<file path="src/rtl/dpc_pkg.sv">
package dpc_pkg;

  typedef enum logic [1:0] {
    SPAN_4K = 2'd0,
    SPAN_2M = 2'd1,
    SPAN_4M = 2'd2,
    SPAN_1G = 2'd3
  } span_e;

  localparam logic [1:0] PRIV_MACHINE = 2'd3;

  typedef struct packed {
    logic active;   // legal fence this cycle
    logic by_addr;  // restrict to entries covering the address
    logic by_sdid;  // restrict to one domain
  } kill_ctl_t;

  // number of low page-number bits ignored for a given span
  function automatic int unsigned span_shift(span_e s);
    case (s)
      SPAN_4K: span_shift = 0;
      SPAN_2M: span_shift = 9;
      SPAN_4M: span_shift = 10;
      default: span_shift = 18;
    endcase
  endfunction

endpackage

</file>
<file path="src/rtl/dpc_fence_dec.sv">
module dpc_fence_dec #(
  parameter int XLEN     = 64,
  parameter int PA_W     = 34,
  parameter int SDID_LEN = 4,
  parameter bit USE_ADDR = 1'b1,
  parameter bit USE_SDID = 1'b1,
  localparam int PN_W    = PA_W - 12
) (
  input  logic                     clk,
  input  logic                     rst_n,
  input  logic                     fc_valid,
  input  logic [4:0]               rs1_idx,
  input  logic [XLEN-1:0]          rs1_val,
  input  logic [4:0]               rs2_idx,
  input  logic [XLEN-1:0]          rs2_val,
  input  logic [1:0]               priv,
  output logic                     illegal_o,
  output dpc_pkg::kill_ctl_t       kill_o,
  output logic [PN_W-1:0]          kill_pn_o,
  output logic [SDID_LEN-1:0]      kill_sdid_o
);
  import dpc_pkg::*;

  logic is_machine;
  logic addr_sel;
  logic sdid_sel;
  logic unused_operand_bits;

  assign is_machine = (priv == PRIV_MACHINE);

  generate
    if (USE_ADDR) begin : g_addr
      assign addr_sel = (rs1_idx != 5'd0);
    end else begin : g_no_addr
      assign addr_sel = 1'b0;
    end
    if (USE_SDID) begin : g_sdid
      assign sdid_sel = (rs2_idx != 5'd0);
    end else begin : g_no_sdid
      assign sdid_sel = 1'b0;
    end
  endgenerate

  always_comb begin
    illegal_o      = fc_valid && !is_machine;
    kill_o.active  = fc_valid && is_machine;
    kill_o.by_addr = addr_sel;
    kill_o.by_sdid = sdid_sel;
  end

  assign kill_pn_o   = rs1_val[PA_W-1:12];
  assign kill_sdid_o = rs2_val[SDID_LEN-1:0];

  assign unused_operand_bits = ^{rs1_val[XLEN-1:PA_W], rs1_val[11:0],
                                 rs2_val[XLEN-1:SDID_LEN]};

  // an illegal command never arms the invalidation
  assert_illegal_quiet_R11: assert property (@(posedge clk) disable iff (!rst_n)
    illegal_o |-> !kill_o.active);

endmodule

</file>
<file path="src/rtl/dpc_victim.sv">
module dpc_victim #(
  parameter int ENTRIES = 8,
  localparam int IW     = (ENTRIES > 1) ? $clog2(ENTRIES) : 1
) (
  input  logic               clk,
  input  logic               rst_n,
  input  logic               adv,
  output logic [IW-1:0]      ptr_o,
  output logic [ENTRIES-1:0] sel_o
);

  localparam logic [IW-1:0] LAST = IW'(ENTRIES - 1);

  logic [IW-1:0] ptr_q, ptr_d;
  logic          ptr_en;

  assign ptr_en = adv;

  always_comb begin
    ptr_d = ptr_q;
    if (ptr_en) ptr_d = (ptr_q == LAST) ? '0 : ptr_q + 1'b1;
  end

  always_ff @(posedge clk or negedge rst_n) begin
    if (!rst_n)      ptr_q <= '0;
    else if (ptr_en) ptr_q <= ptr_d;
  end

  assign ptr_o = ptr_q;

  generate
    for (genvar g = 0; g < ENTRIES; g++) begin : g_sel
      assign sel_o[g] = (ptr_q == IW'(g));
    end
  endgenerate

  assert_ptr_range_R4: assert property (@(posedge clk) disable iff (!rst_n)
    ptr_q <= LAST);
  assert_ptr_hold_R4: assert property (@(posedge clk) disable iff (!rst_n)
    !adv |=> $stable(ptr_q));
  assert_sel_onehot_R4: assert property (@(posedge clk) disable iff (!rst_n)
    $onehot(sel_o));

endmodule

</file>
<file path="src/rtl/dpc_entry.sv">
module dpc_entry #(
  parameter int PN_W     = 22,
  parameter int SDID_LEN = 4
) (
  input  logic                 clk,
  input  logic                 rst_n,
  input  logic                 wr_en,
  input  logic [PN_W-1:0]      wr_pn,
  input  logic [SDID_LEN-1:0]  wr_sdid,
  input  dpc_pkg::span_e       wr_span,
  input  logic [2:0]           wr_perm,
  input  dpc_pkg::kill_ctl_t   kill,
  input  logic [PN_W-1:0]      kill_pn,
  input  logic [SDID_LEN-1:0]  kill_sdid,
  input  logic [PN_W-1:0]      lk_pn,
  input  logic [SDID_LEN-1:0]  lk_sdid,
  output logic                 valid_o,
  output logic                 hit_o,
  output logic [2:0]           perm_o,
  output logic                 doomed_o
);
  import dpc_pkg::*;

  logic                valid_q, valid_d;
  logic [PN_W-1:0]     pn_q;
  logic [SDID_LEN-1:0] sdid_q;
  span_e               span_q;
  logic [2:0]          perm_q;
  logic [PN_W-1:0]     cover_mask;
  logic                kill_addr_ok, kill_sdid_ok;

  always_comb begin
    cover_mask   = {PN_W{1'b1}} << span_shift(span_q);
    kill_addr_ok = !kill.by_addr || (((kill_pn ^ pn_q) & cover_mask) == '0);
    kill_sdid_ok = !kill.by_sdid || (kill_sdid == sdid_q);
    doomed_o     = valid_q && kill.active && kill_addr_ok && kill_sdid_ok;
    hit_o        = valid_q && !doomed_o && (lk_sdid == sdid_q) &&
                   (((lk_pn ^ pn_q) & cover_mask) == '0);
  end

  // fill is applied after invalidation
  always_comb begin
    valid_d = valid_q;
    if (doomed_o) valid_d = 1'b0;
    if (wr_en)    valid_d = 1'b1;
  end

  always_ff @(posedge clk or negedge rst_n) begin
    if (!rst_n) valid_q <= 1'b0;
    else        valid_q <= valid_d;
  end

  always_ff @(posedge clk) begin
    if (wr_en) begin
      pn_q   <= wr_pn;
      sdid_q <= wr_sdid;
      span_q <= wr_span;
      perm_q <= wr_perm;
    end
  end

  assign valid_o = valid_q;
  assign perm_o  = perm_q;

  assert_doomed_drops_R12: assert property (@(posedge clk) disable iff (!rst_n)
    doomed_o && !wr_en |=> !valid_q);
  assert_fill_lands_R12: assert property (@(posedge clk) disable iff (!rst_n)
    wr_en |=> valid_q && (pn_q == $past(wr_pn)) && (sdid_q == $past(wr_sdid)));
  assert_hit_needs_valid_R2: assert property (@(posedge clk) disable iff (!rst_n)
    hit_o |-> valid_q);

endmodule

</file>
<file path="src/rtl/dom_perm_cache.sv">
module dom_perm_cache #(
  parameter int ENTRIES  = 8,
  parameter int XLEN     = 64,
  parameter int PA_W     = 34,
  parameter int SDID_LEN = 4,
  parameter bit USE_ADDR = 1'b1,
  parameter bit USE_SDID = 1'b1,
  localparam int PN_W    = PA_W - 12,
  localparam int IW      = (ENTRIES > 1) ? $clog2(ENTRIES) : 1
) (
  input  logic                clk,
  input  logic                rst_n,
  input  logic [PN_W-1:0]     lk_page,
  input  logic [SDID_LEN-1:0] lk_sdid,
  output logic                lk_hit,
  output logic [2:0]          lk_perm,
  input  logic                fill_valid,
  input  logic [PN_W-1:0]     fill_page,
  input  logic [SDID_LEN-1:0] fill_sdid,
  input  logic [1:0]          fill_span,
  input  logic [2:0]          fill_perm,
  input  logic                fc_valid,
  input  logic [4:0]          fc_rs1_idx,
  input  logic [XLEN-1:0]     fc_rs1_val,
  input  logic [4:0]          fc_rs2_idx,
  input  logic [XLEN-1:0]     fc_rs2_val,
  input  logic [1:0]          fc_priv,
  output logic                fc_illegal
);
  import dpc_pkg::*;

  kill_ctl_t           kill;
  logic [PN_W-1:0]     kill_pn;
  logic [SDID_LEN-1:0] kill_sdid;
  logic [IW-1:0]       vptr;
  logic [ENTRIES-1:0]  vsel;
  logic [ENTRIES-1:0]  valid_vec, hit_vec, doomed_vec;
  logic [2:0]          perm_arr [ENTRIES];

  dpc_fence_dec #(
    .XLEN(XLEN), .PA_W(PA_W), .SDID_LEN(SDID_LEN),
    .USE_ADDR(USE_ADDR), .USE_SDID(USE_SDID)
  ) u_dec (
    .clk(clk), .rst_n(rst_n), .fc_valid(fc_valid),
    .rs1_idx(fc_rs1_idx), .rs1_val(fc_rs1_val),
    .rs2_idx(fc_rs2_idx), .rs2_val(fc_rs2_val),
    .priv(fc_priv), .illegal_o(fc_illegal), .kill_o(kill),
    .kill_pn_o(kill_pn), .kill_sdid_o(kill_sdid)
  );

  dpc_victim #(.ENTRIES(ENTRIES)) u_victim (
    .clk(clk), .rst_n(rst_n), .adv(fill_valid), .ptr_o(vptr), .sel_o(vsel)
  );

  generate
    for (genvar g = 0; g < ENTRIES; g++) begin : g_ent
      dpc_entry #(.PN_W(PN_W), .SDID_LEN(SDID_LEN)) u_ent (
        .clk(clk), .rst_n(rst_n),
        .wr_en(fill_valid && vsel[g]), .wr_pn(fill_page), .wr_sdid(fill_sdid),
        .wr_span(span_e'(fill_span)), .wr_perm(fill_perm),
        .kill(kill), .kill_pn(kill_pn), .kill_sdid(kill_sdid),
        .lk_pn(lk_page), .lk_sdid(lk_sdid),
        .valid_o(valid_vec[g]), .hit_o(hit_vec[g]), .perm_o(perm_arr[g]),
        .doomed_o(doomed_vec[g])
      );
    end
  endgenerate

  // lowest index wins
  always_comb begin
    lk_hit  = 1'b0;
    lk_perm = 3'd0;
    for (int i = ENTRIES - 1; i >= 0; i--) begin
      if (hit_vec[i]) begin
        lk_hit  = 1'b1;
        lk_perm = perm_arr[i];
      end
    end
  end

  assert_flush_all_R5: assert property (@(posedge clk) disable iff (!rst_n)
    fc_valid && (fc_priv == PRIV_MACHINE) && (fc_rs1_idx == 5'd0) &&
    (fc_rs2_idx == 5'd0) && !fill_valid |=> valid_vec == '0);
  assert_illegal_keeps_R11: assert property (@(posedge clk) disable iff (!rst_n)
    fc_illegal && !fill_valid |=> valid_vec == $past(valid_vec));
  assert_fill_slot_R4: assert property (@(posedge clk) disable iff (!rst_n)
    fill_valid |=> valid_vec[$past(vptr)]);
  assert_hit_backed_R2: assert property (@(posedge clk) disable iff (!rst_n)
    lk_hit |-> (valid_vec & ~doomed_vec) != '0);
  assert_no_doom_when_quiet_R12: assert property (@(posedge clk) disable iff (!rst_n)
    !fc_valid |-> doomed_vec == '0);

endmodule

</file>
<file path="config.mk">
export PLATFORM = sky130hd
export DESIGN_NAME = dom_perm_cache
export DESIGN_NICKNAME = d
export VERILOG_FILES = /design/src/rtl/dpc_pkg.sv /design/src/rtl/dpc_fence_dec.sv /design/src/rtl/dpc_victim.sv /design/src/rtl/dpc_entry.sv /design/src/rtl/dom_perm_cache.sv
export SDC_FILE = /design/constraint.sdc
export NUM_CORES = 1
export LEC_CHECK = 0
export BUFFER_PORTS_ARGS = -buffer_cell sky130_fd_sc_hd__buf_2
export CORE_MARGIN = 2
export CORE_UTILIZATION = 40
export DETAILED_ROUTE_END_ITERATION = 8
export GPL_TIMING_DRIVEN = 0
export PLACE_DENSITY = 0.6
export SETUP_SLACK_MARGIN = 0.02
export SLEW_MARGIN = 20
export SYNTH_ARGS = -nofsm -noshare
export SYNTH_HDL_FRONTEND = slang
export SYNTH_HIERARCHICAL = 1
export SYNTH_SLANG_ARGS = --single-unit
</file>
<file path="constraint.sdc">
create_clock -name clk -period 2.1 [get_ports clk]
set_clock_uncertainty 0.05 [all_clocks]
set_input_delay 0 -clock clk [delete_from_list [all_inputs] [get_ports clk]]
set_output_delay 0 -clock clk [all_outputs]
set_load 0.005 [all_outputs]
</file>
==> impl_metrics.toml <==
[critical_path]
path_class = "flop to primary output"
r2r_end = "g_ent[3].u_ent/valid_o$_DFFE_PN0P_"
endpoint_kind = "primary output"
critical_path_buf_inv_count = 1
cpPeakStageDelay_ns = 0.41
regToRegStartpoint = "g_ent[3].u_ent/pn_q[20]$_DFFE_PP_"
cp_num_cells = 10
startpoint_type = "flop"
required_ns = 2.05
cpMostUsedCell = "a221o_1"
reg2reg_depth = 7
cpLargestDelayFamily = "compound AO/OA/AOI/OAI gates"
arrival_ns = 3.46
path_cells = "xnor2_1 > o211ai_1 > nor3_2 > o311ai_2 > a221o_1 > and3_4 > or2_4 > a221o_1 > a221oi_2 > buf_2"
reg2reg_slack_ns = -0.12
cp_max_fo = 4
slowest_stage = "edfxtp_1"

[global_route]
grt_pass1_vias = 8681
antenna_found_initial = 0
grt_start_max_net_pins = 27
grt_overflow_total = 0
grt_first_pass_wirelength_um = 54270
grt_usage_pct = 20.65

[timing]
period_minus_slack_ns = 3.506
setup_tns_ns = -5.348
max-slew-margin-rel_pct = 62.05
setup_ws_ns = -1.406
slew_violations = 0
max_freq_mhz = 285.2
worst_pin_slew_ns = 0.5674
finalHoldViolCount = 0
setup_viol = 6
period_share_pct = 167.0
rsz0062_at_grt = "true"

[min_path]
hold_end = "g_ent[0].u_ent/valid_o$_DFFE_PN0P_"
hold_path_depth = 6
holdCritPathClass = "primary input to flop"
worstHoldStart = "fc_rs2_idx[4]"

[detailed_routing]
drt_iter0_drc = 652
ant_nets = 0
vias_per_cell = 5.159
drt-pass1-iter-count = 5
post_drt_wl_per_cell_um = 22.35
drc = 0
vias = 8456
drt-total-wl_um = 36630

[run_status]
status = "complete, but fails checks"
violations = "negative setup slack"

[clock_network]
root_buffer = "clkbuf_16"
clock_path_buffers = 3
path_clk_slew_ns = 0.06
clock-sinks = 259
tritoncts = "done"
clk_latency_ns = 0.55
numCtsBuffers = 29
htreeDepth = 1

[pwr]
p_leak_nw = 5.359
p_per_area_nw_per_um2 = 871.4
peakVddDrop_mv = 0.6396

[placement]
dpl.hpwl_um = 26860
io_buffers = 77
gp_congestion = 0.8741
dpl-instance-area_um2 = 14650
dp_cells = 1526

[layout]
final_area_um2 = 16530
drive_gt1_share_pct = 22.50
final_util_pct = 49.55
n_fill_cell = 2998
n_antenna_cell = 0
area_growth_syn_to_layout_pct = 22.65
final_nets = 1375
layoutNonFillerInstCount = 1639

[synth]
yosysWarnings = 6
synthCells = 993
syn_area_um2 = 13480
syn_nets = 1200
syn_avg_cell_area_um2 = 13.58

[floorplan]
core_um2 = 33360
chipHeight_um = 187.6
io_pins = 206
num_rows = 67
die_area_um2 = 35190
die_w_um = 187.6
start_util_pct = 40.40

[flow_run]
drv_cap = 0
==> stage by stage <==
stage                     total power, mW  hold WS, ns  setup WS, ns
after global routing                14.97      0.04061        -1.471
after floorplan                     8.260      -0.3456       -0.1621
after global placement              9.091      -0.1464        -1.108
after detailed placement            9.240      -0.1530        -1.135
final                               14.41      0.02143        -1.406
after CTS                           14.48    -0.002310        -1.384
==> worst max-delay path by stage <==
stage | from | endpoint | slack, ns
floorplan | g_ent[4].u_ent/pn_q[1]$_DFFE_PP_ | lk_perm[0] | -0.16
global placement | g_ent[5].u_ent/pn_q[4]$_DFFE_PP_ | lk_perm[0] | -1.11
detailed placement | g_ent[5].u_ent/pn_q[4]$_DFFE_PP_ | lk_perm[2] | -1.13
CTS | g_ent[3].u_ent/pn_q[20]$_DFFE_PP_ | lk_perm[2] | -1.38
global route | g_ent[3].u_ent/pn_q[9]$_DFFE_PP_ | lk_perm[2] | -1.47
finish | g_ent[3].u_ent/pn_q[20]$_DFFE_PP_ | lk_perm[2] | -1.41
==> sequential cells by signal (all words and copies together), names as in the netlist <==
register and flops:
g_ent.u_ent/pn_q 176, g_ent.u_ent/sdid_q 32, g_ent.u_ent/perm_o 24, g_ent.u_ent/span_q 16, g_ent.u_ent/valid_o 8, u_victim/ptr_o 3
==> where the power goes <==
part / leakage (nW) / internal [mW] / switching (mW)
registers: 2.36 / 6.37 / 0.454
logic: 2.53 / 1.10 / 1.41
clock network: 0.464 / 3.03 / 2.05
total: 5.36 / 10.5 / 3.91
==> cell usage in the layout (no fill, tap or decap), types with 11 or more instances in the layout <==
master,n
xnor2_1,283
edfxtp_1,248
xor2_1,112
buf_2,77
nand4_1,57
buf_4,53
dlygate4sd3_1,34
clkbuf_16,29
nor2_1,22
nand2_1,20
nor4_2,20
xnor2_2,13
a21oi_1,12
dfrtp_1,11
==> cell type report <==
cell class / count / area (µm²) / area share (%)
Clock inverter: 19 / 202.7 / 1.226
Tap cell: 448 / 560.5 / 3.390
Multi-Input combinational cell: 698 / 5963 / 36.07
Inverter: 8 / 30.03 / 0.1816
Sequential cell: 259 / 7722 / 46.71
Clock buffer: 35 / 748.2 / 4.525
Buffer: 28 / 210.2 / 1.271
Timing Repair Buffer: 144 / 1096 / 6.629
==> metal layers <==
| layer | track usage (%) | part of all wire [%] | up-vias |
|---|---|---|---|
| met1 | 28.37 | 44 | 4194 |
| li1 | - | - | 3966 |
| met4 | 5.603 | 2.2 | 0 |
| met2 | 34.83 | 49 | 246 |
| met3 | 2.283 | 5.4 | 50 |
| met5 | 0 | 0 | - |
==> tightest hold or removal path, cell delays in order <==
cell     delay, ns
buf_2         0.07
nor2_1        0.03
nand2_1       0.04
buf_4         0.16
a221o_1       0.17
a21o_1        0.11
==> repair_timing <==
action,4_1_cts,5_1_grt
setup endpoints to repair,11,12
hold buffers,34,0
resized for setup,46,18
buffers inserted,13,12
pin swaps,33,35
endpoints found under the hold margin,263,0
Note: power is estimated with default switching activity, not from simulation.
